`src/rtl/serial_framer_pkg.sv`:
```
package serial_framer_pkg;

   typedef enum logic [2:0] {
      TX_IDLE, TX_START, TX_DATA, TX_PAR, TX_STOP1, TX_STOP2
   } tx_state_t;

   typedef enum logic [2:0] {
      RX_IDLE, RX_START, RX_DATA, RX_PAR, RX_STOP
   } rx_state_t;

   typedef struct packed {
      logic par_en;
      logic par_odd;
      logic stop_two;
   } frame_cfg_t;

endpackage

```
`src/rtl/framer_baud.sv`:
```
module framer_baud #(
   parameter int DIV_W = 16
) (
   input  logic             clk,
   input  logic             rst,
   input  logic [DIV_W-1:0] div,
   output logic             tick
);
   logic [DIV_W-1:0] cnt_q;

   always_ff @(posedge clk) begin
      if (rst) begin
         cnt_q <= '0;
         tick  <= 1'b0;
      end else if (cnt_q >= div) begin
         cnt_q <= '0;
         tick  <= 1'b1;
      end else begin
         cnt_q <= cnt_q + 1'b1;
         tick  <= 1'b0;
      end
   end
endmodule

```
`src/rtl/framer_tx.sv`:
```
module framer_tx
   import serial_framer_pkg::*;
#(
   parameter int DATA_W = 8,
   parameter int OVS    = 16
) (
   input  logic              clk,
   input  logic              rst,
   input  logic              tick,
   input  frame_cfg_t        cfg,
   input  logic              start,
   input  logic [DATA_W-1:0] data,
   output logic              busy,
   output logic              line
);
   localparam int SUB_W = $clog2(OVS);
   localparam int IDX_W = $clog2(DATA_W);
   localparam logic [SUB_W-1:0] SUB_LAST = SUB_W'(OVS - 1);
   localparam logic [IDX_W-1:0] IDX_LAST = IDX_W'(DATA_W - 1);

   tx_state_t         state_q;
   logic [SUB_W-1:0]  sub_q;
   logic [IDX_W-1:0]  idx_q;
   logic [DATA_W-1:0] sh_q;
   logic              pbit_q;
   frame_cfg_t        cfg_q;
   logic              line_q;

   always_ff @(posedge clk) begin
      if (rst) begin
         state_q <= TX_IDLE;
         sub_q   <= '0;
         idx_q   <= '0;
         sh_q    <= '0;
         pbit_q  <= 1'b0;
         cfg_q   <= '0;
         line_q  <= 1'b1;
      end else if (state_q == TX_IDLE) begin
         if (start) begin
            sh_q    <= data;
            pbit_q  <= (^data) ^ cfg.par_odd;
            cfg_q   <= cfg;
            sub_q   <= '0;
            idx_q   <= '0;
            line_q  <= 1'b0;
            state_q <= TX_START;
         end
      end else if (tick) begin
         if (sub_q != SUB_LAST) begin
            sub_q <= sub_q + 1'b1;
         end else begin
            sub_q <= '0;
            unique case (state_q)
               TX_START: begin
                  line_q  <= sh_q[0];
                  state_q <= TX_DATA;
               end
               TX_DATA: begin
                  if (idx_q == IDX_LAST) begin
                     if (cfg_q.par_en) begin
                        line_q  <= pbit_q;
                        state_q <= TX_PAR;
                     end else begin
                        line_q  <= 1'b1;
                        state_q <= TX_STOP1;
                     end
                  end else begin
                     idx_q  <= idx_q + 1'b1;
                     sh_q   <= sh_q >> 1;
                     line_q <= sh_q[1];
                  end
               end
               TX_PAR: begin
                  line_q  <= 1'b1;
                  state_q <= TX_STOP1;
               end
               TX_STOP1: begin
                  line_q  <= 1'b1;
                  state_q <= cfg_q.stop_two ? TX_STOP2 : TX_IDLE;
               end
               TX_STOP2: begin
                  line_q  <= 1'b1;
                  state_q <= TX_IDLE;
               end
               default: state_q <= TX_IDLE;
            endcase
         end
      end
   end

   assign busy = (state_q != TX_IDLE);
   assign line = line_q;
endmodule

```
`src/rtl/framer_rx.sv`:
```
module framer_rx
   import serial_framer_pkg::*;
#(
   parameter int DATA_W      = 8,
   parameter int OVS         = 16,
   parameter int SYNC_STAGES = 2
) (
   input  logic              clk,
   input  logic              rst,
   input  logic              tick,
   input  logic              rxd,
   input  logic              par_en,
   input  logic              par_odd,
   output logic              valid_o,
   output logic [DATA_W-1:0] data_o,
   output logic              par_err_o,
   output logic              frm_err_o
);
   localparam int SUB_W = $clog2(OVS);
   localparam int IDX_W = $clog2(DATA_W);
   localparam logic [SUB_W-1:0] SUB_LAST = SUB_W'(OVS - 1);
   localparam logic [SUB_W-1:0] SUB_MID  = SUB_W'(OVS / 2 - 1);
   localparam logic [IDX_W-1:0] IDX_LAST = IDX_W'(DATA_W - 1);

   logic line_s;

   if (SYNC_STAGES == 0) begin : g_nosync
      assign line_s = rxd;
   end else if (SYNC_STAGES == 1) begin : g_sync1
      logic sq;
      always_ff @(posedge clk) begin
         if (rst) sq <= 1'b1;
         else     sq <= rxd;
      end
      assign line_s = sq;
   end else begin : g_syncn
      logic [SYNC_STAGES-1:0] sq;
      always_ff @(posedge clk) begin
         if (rst) sq <= '1;
         else     sq <= {sq[SYNC_STAGES-2:0], rxd};
      end
      assign line_s = sq[SYNC_STAGES-1];
   end

   rx_state_t         state_q;
   logic [SUB_W-1:0]  sub_q;
   logic [IDX_W-1:0]  idx_q;
   logic [DATA_W-1:0] sh_q;
   logic              prev_q;
   logic              acc_q;
   logic              perr_q;
   logic              pen_q;
   logic              podd_q;
   logic              centre;

   assign centre = tick && (sub_q == SUB_LAST);

   always_ff @(posedge clk) begin
      if (rst) begin
         state_q   <= RX_IDLE;
         sub_q     <= '0;
         idx_q     <= '0;
         sh_q      <= '0;
         prev_q    <= 1'b1;
         acc_q     <= 1'b0;
         perr_q    <= 1'b0;
         pen_q     <= 1'b0;
         podd_q    <= 1'b0;
         valid_o   <= 1'b0;
         data_o    <= '0;
         par_err_o <= 1'b0;
         frm_err_o <= 1'b0;
      end else begin
         prev_q    <= line_s;
         valid_o   <= 1'b0;
         par_err_o <= 1'b0;
         frm_err_o <= 1'b0;
         if (tick && !centre && state_q != RX_IDLE) sub_q <= sub_q + 1'b1;
         unique case (state_q)
            RX_IDLE: begin
               if (prev_q && !line_s) begin
                  sub_q   <= '0;
                  state_q <= RX_START;
               end
            end
            RX_START: begin
               if (tick && sub_q == SUB_MID) begin
                  sub_q <= '0;
                  if (!line_s) begin
                     idx_q   <= '0;
                     acc_q   <= 1'b0;
                     perr_q  <= 1'b0;
                     pen_q   <= par_en;
                     podd_q  <= par_odd;
                     state_q <= RX_DATA;
                  end else begin
                     state_q <= RX_IDLE;
                  end
               end
            end
            RX_DATA: begin
               if (centre) begin
                  sub_q <= '0;
                  sh_q  <= {line_s, sh_q[DATA_W-1:1]};
                  acc_q <= acc_q ^ line_s;
                  if (idx_q == IDX_LAST) state_q <= pen_q ? RX_PAR : RX_STOP;
                  else                   idx_q   <= idx_q + 1'b1;
               end
            end
            RX_PAR: begin
               if (centre) begin
                  sub_q   <= '0;
                  perr_q  <= acc_q ^ line_s ^ podd_q;
                  state_q <= RX_STOP;
               end
            end
            RX_STOP: begin
               if (centre) begin
                  sub_q     <= '0;
                  data_o    <= sh_q;
                  valid_o   <= 1'b1;
                  par_err_o <= perr_q;
                  frm_err_o <= !line_s;
                  state_q   <= RX_IDLE;
               end
            end
            default: state_q <= RX_IDLE;
         endcase
      end
   end
endmodule

```
`src/rtl/serial_framer.sv`:
```
module serial_framer
   import serial_framer_pkg::*;
#(
   parameter int DATA_W      = 8,
   parameter int OVS         = 16,
   parameter int DIV_W       = 16,
   parameter int SYNC_STAGES = 2
) (
   input  logic              clk,
   input  logic              rst,
   input  logic [DIV_W-1:0]  baud_div,
   input  logic              par_en,
   input  logic              par_odd,
   input  logic              stop_two,
   input  logic              tx_start,
   input  logic [DATA_W-1:0] tx_data,
   output logic              tx_busy,
   output logic              txd,
   input  logic              rxd,
   output logic              rx_valid,
   output logic [DATA_W-1:0] rx_data,
   output logic              rx_par_err,
   output logic              rx_frm_err
);
   if (DATA_W < 2) begin : g_bad_width
      $error("serial_framer: DATA_W must be at least 2");
   end
   if (OVS < 4 || (OVS % 2) != 0) begin : g_bad_ovs
      $error("serial_framer: OVS must be even and at least 4");
   end
   if (DIV_W < 1) begin : g_bad_div
      $error("serial_framer: DIV_W must be at least 1");
   end
   if (SYNC_STAGES < 0) begin : g_bad_sync
      $error("serial_framer: SYNC_STAGES must not be negative");
   end

   logic       tick;
   frame_cfg_t cfg;

   assign cfg = '{par_en: par_en, par_odd: par_odd, stop_two: stop_two};

   framer_baud #(.DIV_W(DIV_W)) u_baud (
      .clk  (clk),
      .rst  (rst),
      .div  (baud_div),
      .tick (tick)
   );

   framer_tx #(.DATA_W(DATA_W), .OVS(OVS)) u_tx (
      .clk   (clk),
      .rst   (rst),
      .tick  (tick),
      .cfg   (cfg),
      .start (tx_start),
      .data  (tx_data),
      .busy  (tx_busy),
      .line  (txd)
   );

   framer_rx #(.DATA_W(DATA_W), .OVS(OVS), .SYNC_STAGES(SYNC_STAGES)) u_rx (
      .clk       (clk),
      .rst       (rst),
      .tick      (tick),
      .rxd       (rxd),
      .par_en    (par_en),
      .par_odd   (par_odd),
      .valid_o   (rx_valid),
      .data_o    (rx_data),
      .par_err_o (rx_par_err),
      .frm_err_o (rx_frm_err)
   );
endmodule

```
`config.mk`:
```
export PLATFORM = sky130hd
export DESIGN_NAME = serial_framer
export DESIGN_NICKNAME = d
export VERILOG_FILES = /design/src/rtl/serial_framer_pkg.sv /design/src/rtl/framer_baud.sv /design/src/rtl/framer_tx.sv /design/src/rtl/framer_rx.sv /design/src/rtl/serial_framer.sv
export SDC_FILE = /design/constraint.sdc
export NUM_CORES = 1
export LEC_CHECK = 0
export ABC_AREA = 1
export BUFFER_PORTS_ARGS = -buffer_cell sky130_fd_sc_hd__buf_4
export CORE_MARGIN = 2
export CORE_UTILIZATION = 59
export DETAILED_ROUTE_END_ITERATION = 10
export PLACE_DENSITY = 0.8
export SYNTH_ARGS = -nofsm -noshare
export SYNTH_HDL_FRONTEND = slang
export SYNTH_SLANG_ARGS = --single-unit
```
`constraint.sdc`:
```
create_clock -name clk -period 2.1 [get_ports clk]
set_input_delay 0.21 -clock clk [delete_from_list [all_inputs] [get_ports clk]]
set_output_delay 0.21 -clock clk [all_outputs]
set_load 0.05 [all_outputs]
```
======== After elaboration in Yosys (flattened, before gate mapping) ========
Index checks and enable logic that the tools add are counted.
cells by class
  divide/modulo/power cells ............... 0
  equality and inequality tests ........... 26
  $add $sub $neg .......................... 5
  multipliers ............................. 0
  shifts and indexed selects .............. 0
  mux-type cells .......................... 58
  reductions and logical operators ........ 34
  bitwise logic cells ..................... 6
  $lt $le $gt $ge ......................... 1
operators with widths
  cell                                                                      count
  3-bit two-way mux                                                         24
  8-bit two-way mux                                                         6
  4-bit two-way mux                                                         8
  16-bit by 1-bit adder with 16-bit output (second input constant)          1
  16-bit >= comparator                                                      1
  2-bit by 1-bit inequality test with 1-bit output (second input constant)  8
  4-bit AND reduction                                                       4
  3-bit equality test (second input constant)                               5
  3-bit case mux with 5 select lines                                        1
  3-bit by 2-bit equality test with 1-bit output (second input constant)    4
  1-bit two-way mux                                                         12
  3-bit case mux with 4 select lines                                        1
  4-bit case mux with 3 select lines                                        1
  5-bit AND reduction                                                       2
  3-bit OR reduction                                                        3
  4-bit by 1-bit adder with 4-bit output (second input constant)            2
  2-bit AND reduction                                                       4
  2-bit nonzero test                                                        4
  8-bit parity                                                              1
  3-bit by 1-bit adder with 3-bit output (second input constant)            2
  3-bit by 1-bit equality test with 1-bit output (second input constant)    2
  3-bit logical NOT                                                         2
  2-bit inequality test (second input constant)                             3
  3-bit case mux with 2 select lines                                        1
  other kinds (16)                                                          28
storage, ports and cells
  register bits ........................... 75
  logic and storage cells ................. 154
  output and inout port bits .............. 13
  bits in latches ......................... 0
  RAM bits ................................ 0
  bits in read-only memories .............. 0
  bits of input ports ..................... 31
  memories ................................ 0

======== Logic depth before layout (Yosys ltp) ========
  word-level depth ........................ 8
  gate-level depth with buffers ........... 13
  depth with buffers taken out ............ 12

======== Cells and area by module ========
A second synthesis with hierarchy kept.
second synthesis, totals
  cell total of the unflattened synthesis .. 606
  area, all modules ....................... 4230.3 um^2
modules (own cells, without submodules)
  module       area each (um^2)  seq. area each (um^2)  instances  cells an instance
  framer_rx    1717.9            720.7                  1          240
  framer_tx    1282.5            440.4                  1          194
  framer_baud  1229.9            340.3                  1          172

======== Worst setup path before layout ========
OpenSTA, ideal clock, no wires.
  path kind ............................... register to register
  from .................................... reg u_baud.cnt_q[0]
  to ...................................... reg u_baud.cnt_q[0]
  setup slack ............................. 0.590 ns
  clock period less this slack ............ 1.510 ns
  data required time ...................... 1.984 ns
  buffers on the path ..................... 1
  arrival time ............................ 1.394 ns
  setup time .............................. 0.116 ns
  cell stages (with the launch flop) ...... 13
  path through ............................ dfxtp_1 inv_1 ha_1 nand2_1 nand3_1 nand2_1 nand2_1 nand2_1 nand2_1 nand2_1 nand3_1 buf_2 nor2_1
on the way
  word-level cells in the longest chain between the ends .. 2
  elaborated cells between the ends (all ways) .. 3
  classes of those cells .................. 1 x add/sub; 1 x order compare; 1 x reduce/logical
RTL lines
  item                                 RTL line           source
  from (decl)                          framer_baud.sv:9   logic [DIV_W-1:0] cnt_q;
  from (signal assigned)               framer_baud.sv:19  cnt_q <= cnt_q + 1'b1;
  16-bit >= comparator                 framer_baud.sv:15  end else if (cnt_q >= div) begin
  2-bit OR reduction (no source line)  n/a
Parallel ways exist; a longest one is shown, timed or not.
A chain may end at the register's enable or synchronous reset.

======== Final worst setup path ========
  from .................................... reg u_rx.sub_q[0]
  to ...................................... reg u_rx.sh_q[7]
on the way
  word-level cells in the longest chain between the ends .. 3
RTL lines
  item                                  RTL line          source
  from (decl)                           framer_rx.sv:46   logic [SUB_W-1:0] sub_q;
  from (signal assigned)                framer_rx.sv:78   if (tick && !centre && state_q != RX_IDLE) sub_q <= sub_q + 1'b1;
  4-bit equality test                   framer_rx.sv:56   assign centre = tick && (sub_q == SUB_LAST);
  1-bit logical AND                     framer_rx.sv:56
  2-bit AND reduction (no source line)  n/a
  to (signal assigned)                  framer_rx.sv:104  sh_q <= {line_s, sh_q[DATA_W-1:1]};
  to (decl)                             framer_rx.sv:48   logic [DATA_W-1:0] sh_q;
Every way passes these cells.

==> impl_metrics.ini <==
[die]
die-area_um2 = 7370
io_pins = 44
core-area_um2 = 6420
die_h_um = 85.8
dieWidth_um = 85.8
fp-row-count = 29
start_util_pct = 61.5

[clock_tree]
clock-sinks = 75
cts_tree = done
numCtsBuffers = 9
root_buffer = clkbuf_8
cts_resized = 0
clkTransAtPathRegs_ps = 90
htreeDepth = 3
cts_post_setup_buffers_inserted = 0
clk_path_buf_depth = 2
cts_hold_buf = 0
clk_latency_ps = 350

[layout]
utilization_pct = 70.7
num-fill-cells = 536
antennaDiodeCount = 0
multi_input_area_um2 = 2100
layout_common_cells = nor2_1, nand2_1, dfxtp_1, inv_1, buf_4
regArea_um2 = 1500
final_common_cell = nor2_1
drive_above_1_share_pct = 13.3
areaGrowthSynthToFinish_pct = 15.0
nets = 665

[sta]
finalHoldViolCount = 0
skew_ps = 8.62
period_share_pct = 87.7
whs_ps = 41.9
fmax_mhz = 543
max-slew-margin-rel_pct = 71.6
worstMarginPinSlew_ps = 423
setup_viol = 0
fin_crit_ps = 1840
drv_slew = 0
setup_tns_ps = 0
rsz0062_at_grt = false

[setup_path]
start_kind = flop
cp-end-kind = flop
endpoint = u_rx.sh_q[7]$_SDFFE_PP0P_
worstReg2RegStart = u_rx.sub_q[0]$_SDFF_PP0_
worst-r2r-cell-count = 9
reg2reg_to = u_rx.sh_q[7]$_SDFFE_PP0P_
crit_fanout = 9
rrSetupSlack_ps = 260
crit_arrival_ps = 2080
cp.required_ps = 2340
path_class = flop to flop
startpoint = u_rx.sub_q[0]$_SDFF_PP0_

[outcome]
status = finished, final reports clean

[synth]
synthAdderAreaFrac_pct = 7.29
syn_inst = 565
synth_xor_xnor_area_share_pct = 4.66
synth_compound_area_share_pct = 11.4
ys_warn_count = 0
syn_avg_cell_area_um2 = 6.99
synthTopCellsByArea = dfxtp_1, nor2_1, nand2_1
ys_ff_latch = 75
muxShareOfSynthArea_pct = 0
synth_seq_area_share_pct = 38.0
synth_nets = 619
yosysUniqueCellTypes = 32
synth_top_family_by_area = simple AND/OR/NAND/NOR gates
yosys.area.top_type = dfxtp_1
yosysTopAreaCellShare_pct = 38.0
synth_simple_gate_area_share_pct = 29.8
syn_area_um2 = 3950

[grt]
grt-ovfl-total = 0
grt_max_degree = 38
grt_antenna_before_repair = 0
grt_usage_pct = 23.6
grt_pass1_wl_um = 14300
first_global_vias = 3387

[routing]
drt_iter0_drc = 117
routed.top_layer = met4
wl_per_cell_um = 11.7
met2_length_um = 3990
drtPass1Iterations = 7
final_antenna_net_count = 0
via_count = 3595
drc_errors = 0
drt-met1-wl_um = 3680
viasPerCell = 5.19
wl_um = 8140
detailroute.wirelength.met3_um = 358

[place]
gp_routability_congestion = 0.873
hpwl_um = 5920
numPortBuffers = 43

[flow_run]
drv_cap = 0

[pwr]
p_leak_uw = 0.00212
vdd_drop_max_mv = 0.613
power_density_nw_per_um2 = 1030

[worst_hold_path]
hp-class = input port to flop
-- logic make-up after synthesis --
kind of cell / Yosys count
xor gates and xnor gates: 21
DFF: 75
AOI/OAI and AO/OA: 85
adders and majority gates: 23
buffers and inverters: 87
and+or+nand+nor: 274
-- report_power, final --
part	total, uW	switching [uW]	internal (uW)	leakage (uW)
registers	1740	144	1600	0.000608
logic	1780	1220	558	0.00141
clock network	1150	587	568	0.000101
total	4680	1950	2730	0.00212
-- metal layers --
metal	GRT usage (%)	vias up
met3	3.18	11
met5	0	-
met4	8.66	0
li1	-	1879
met2	42.5	96
met1	28.8	1609
-- registers in the layout (all words and copies together) (netlist names), 2 cells and up --
signal	count
u_rx.data_o	8
u_rx.sub_q	4
u_tx.sub_q	4
u_rx.g_syncn.sq	2
u_tx.sh_q	8
u_rx.state_q	3
u_rx.sh_q	8
u_tx.cfg_q	2
u_tx.state_q	3
u_rx.idx_q	3
u_tx.idx_q	3
u_baud.cnt_q	16
-- stage by stage --
step / instances / area [um2] / setup WS, ps / power [uW]
finish: 693 / 4540 / 258 / 4680
global route: 693 / 4540 / 75.3 / 5010
CTS: 693 / 4540 / 262 / 4680
detailed placement: 677 / 4340 / 263 / 3530
global placement: 677 / 4340 / 338 / 3470
floorplan: 565 / 3950 / 590 / 3160
-- worst max-delay path: stages (launching register included) --
cell	delay (ps)
dfxtp_1	350
ha_1	250
nand2_1	90
nor2_1	40
nand2_1	170
inv_2	60
nand2_1	220
clkinv_1	300
o21ai_1	210
a21oi_1	60
-- cell type report --
class	count	area share, %
clock inverters	7	1.79
multi-input cells	403	46.3
well taps	77	2.12
repair buffers	45	7.44
flip-flops and latches	75	33.1
clock buffers	9	2.73
inverters	77	6.58
-- synth_stat cells --
library cell / count
o211a_1: 1
inv_1: 72
nor2_4: 2
xor2_1: 11
o21a_1: 2
buf_2: 2
inv_2: 2
nor3b_1: 1
o21ai_1: 2
nand3_1: 28
nor2_2: 2
nor3_1: 6
nand2_4: 5
a21oi_2: 1
or2_2: 3
nand2_1: 107
xnor2_1: 10
o21ai_0: 43
o21bai_1: 2
nand4_1: 6
nand2_8: 1
inv_8: 1
a21oi_1: 31
clkinv_1: 1
nand2_2: 3
dfxtp_1: 75
inv_4: 1
clkbuf_1: 7
nor2_1: 110
o211ai_1: 3
buf_6: 1
ha_1: 23
-- worst min-delay path by stage --
stage                                   from  slack, ps  depth (start not counted)                             to
3_3_place_gp   u_rx.g_syncn.sq[0]$_SDFF_PP1_        390                          1  u_rx.g_syncn.sq[1]$_SDFF_PP1_
3_5_place_dp                             rxd        400                          2  u_rx.g_syncn.sq[0]$_SDFF_PP1_
5_1_grt                                  rxd         50                          2  u_rx.g_syncn.sq[0]$_SDFF_PP1_
2_1_floorplan                            rxd        310                          1  u_rx.g_syncn.sq[0]$_SDFF_PP1_
6_report                                 rxd         40                          2  u_rx.g_syncn.sq[0]$_SDFF_PP1_
4_1_cts                                  rxd         30                          2  u_rx.g_syncn.sq[0]$_SDFF_PP1_
Note: power is estimated with default switching activity, not from simulation.
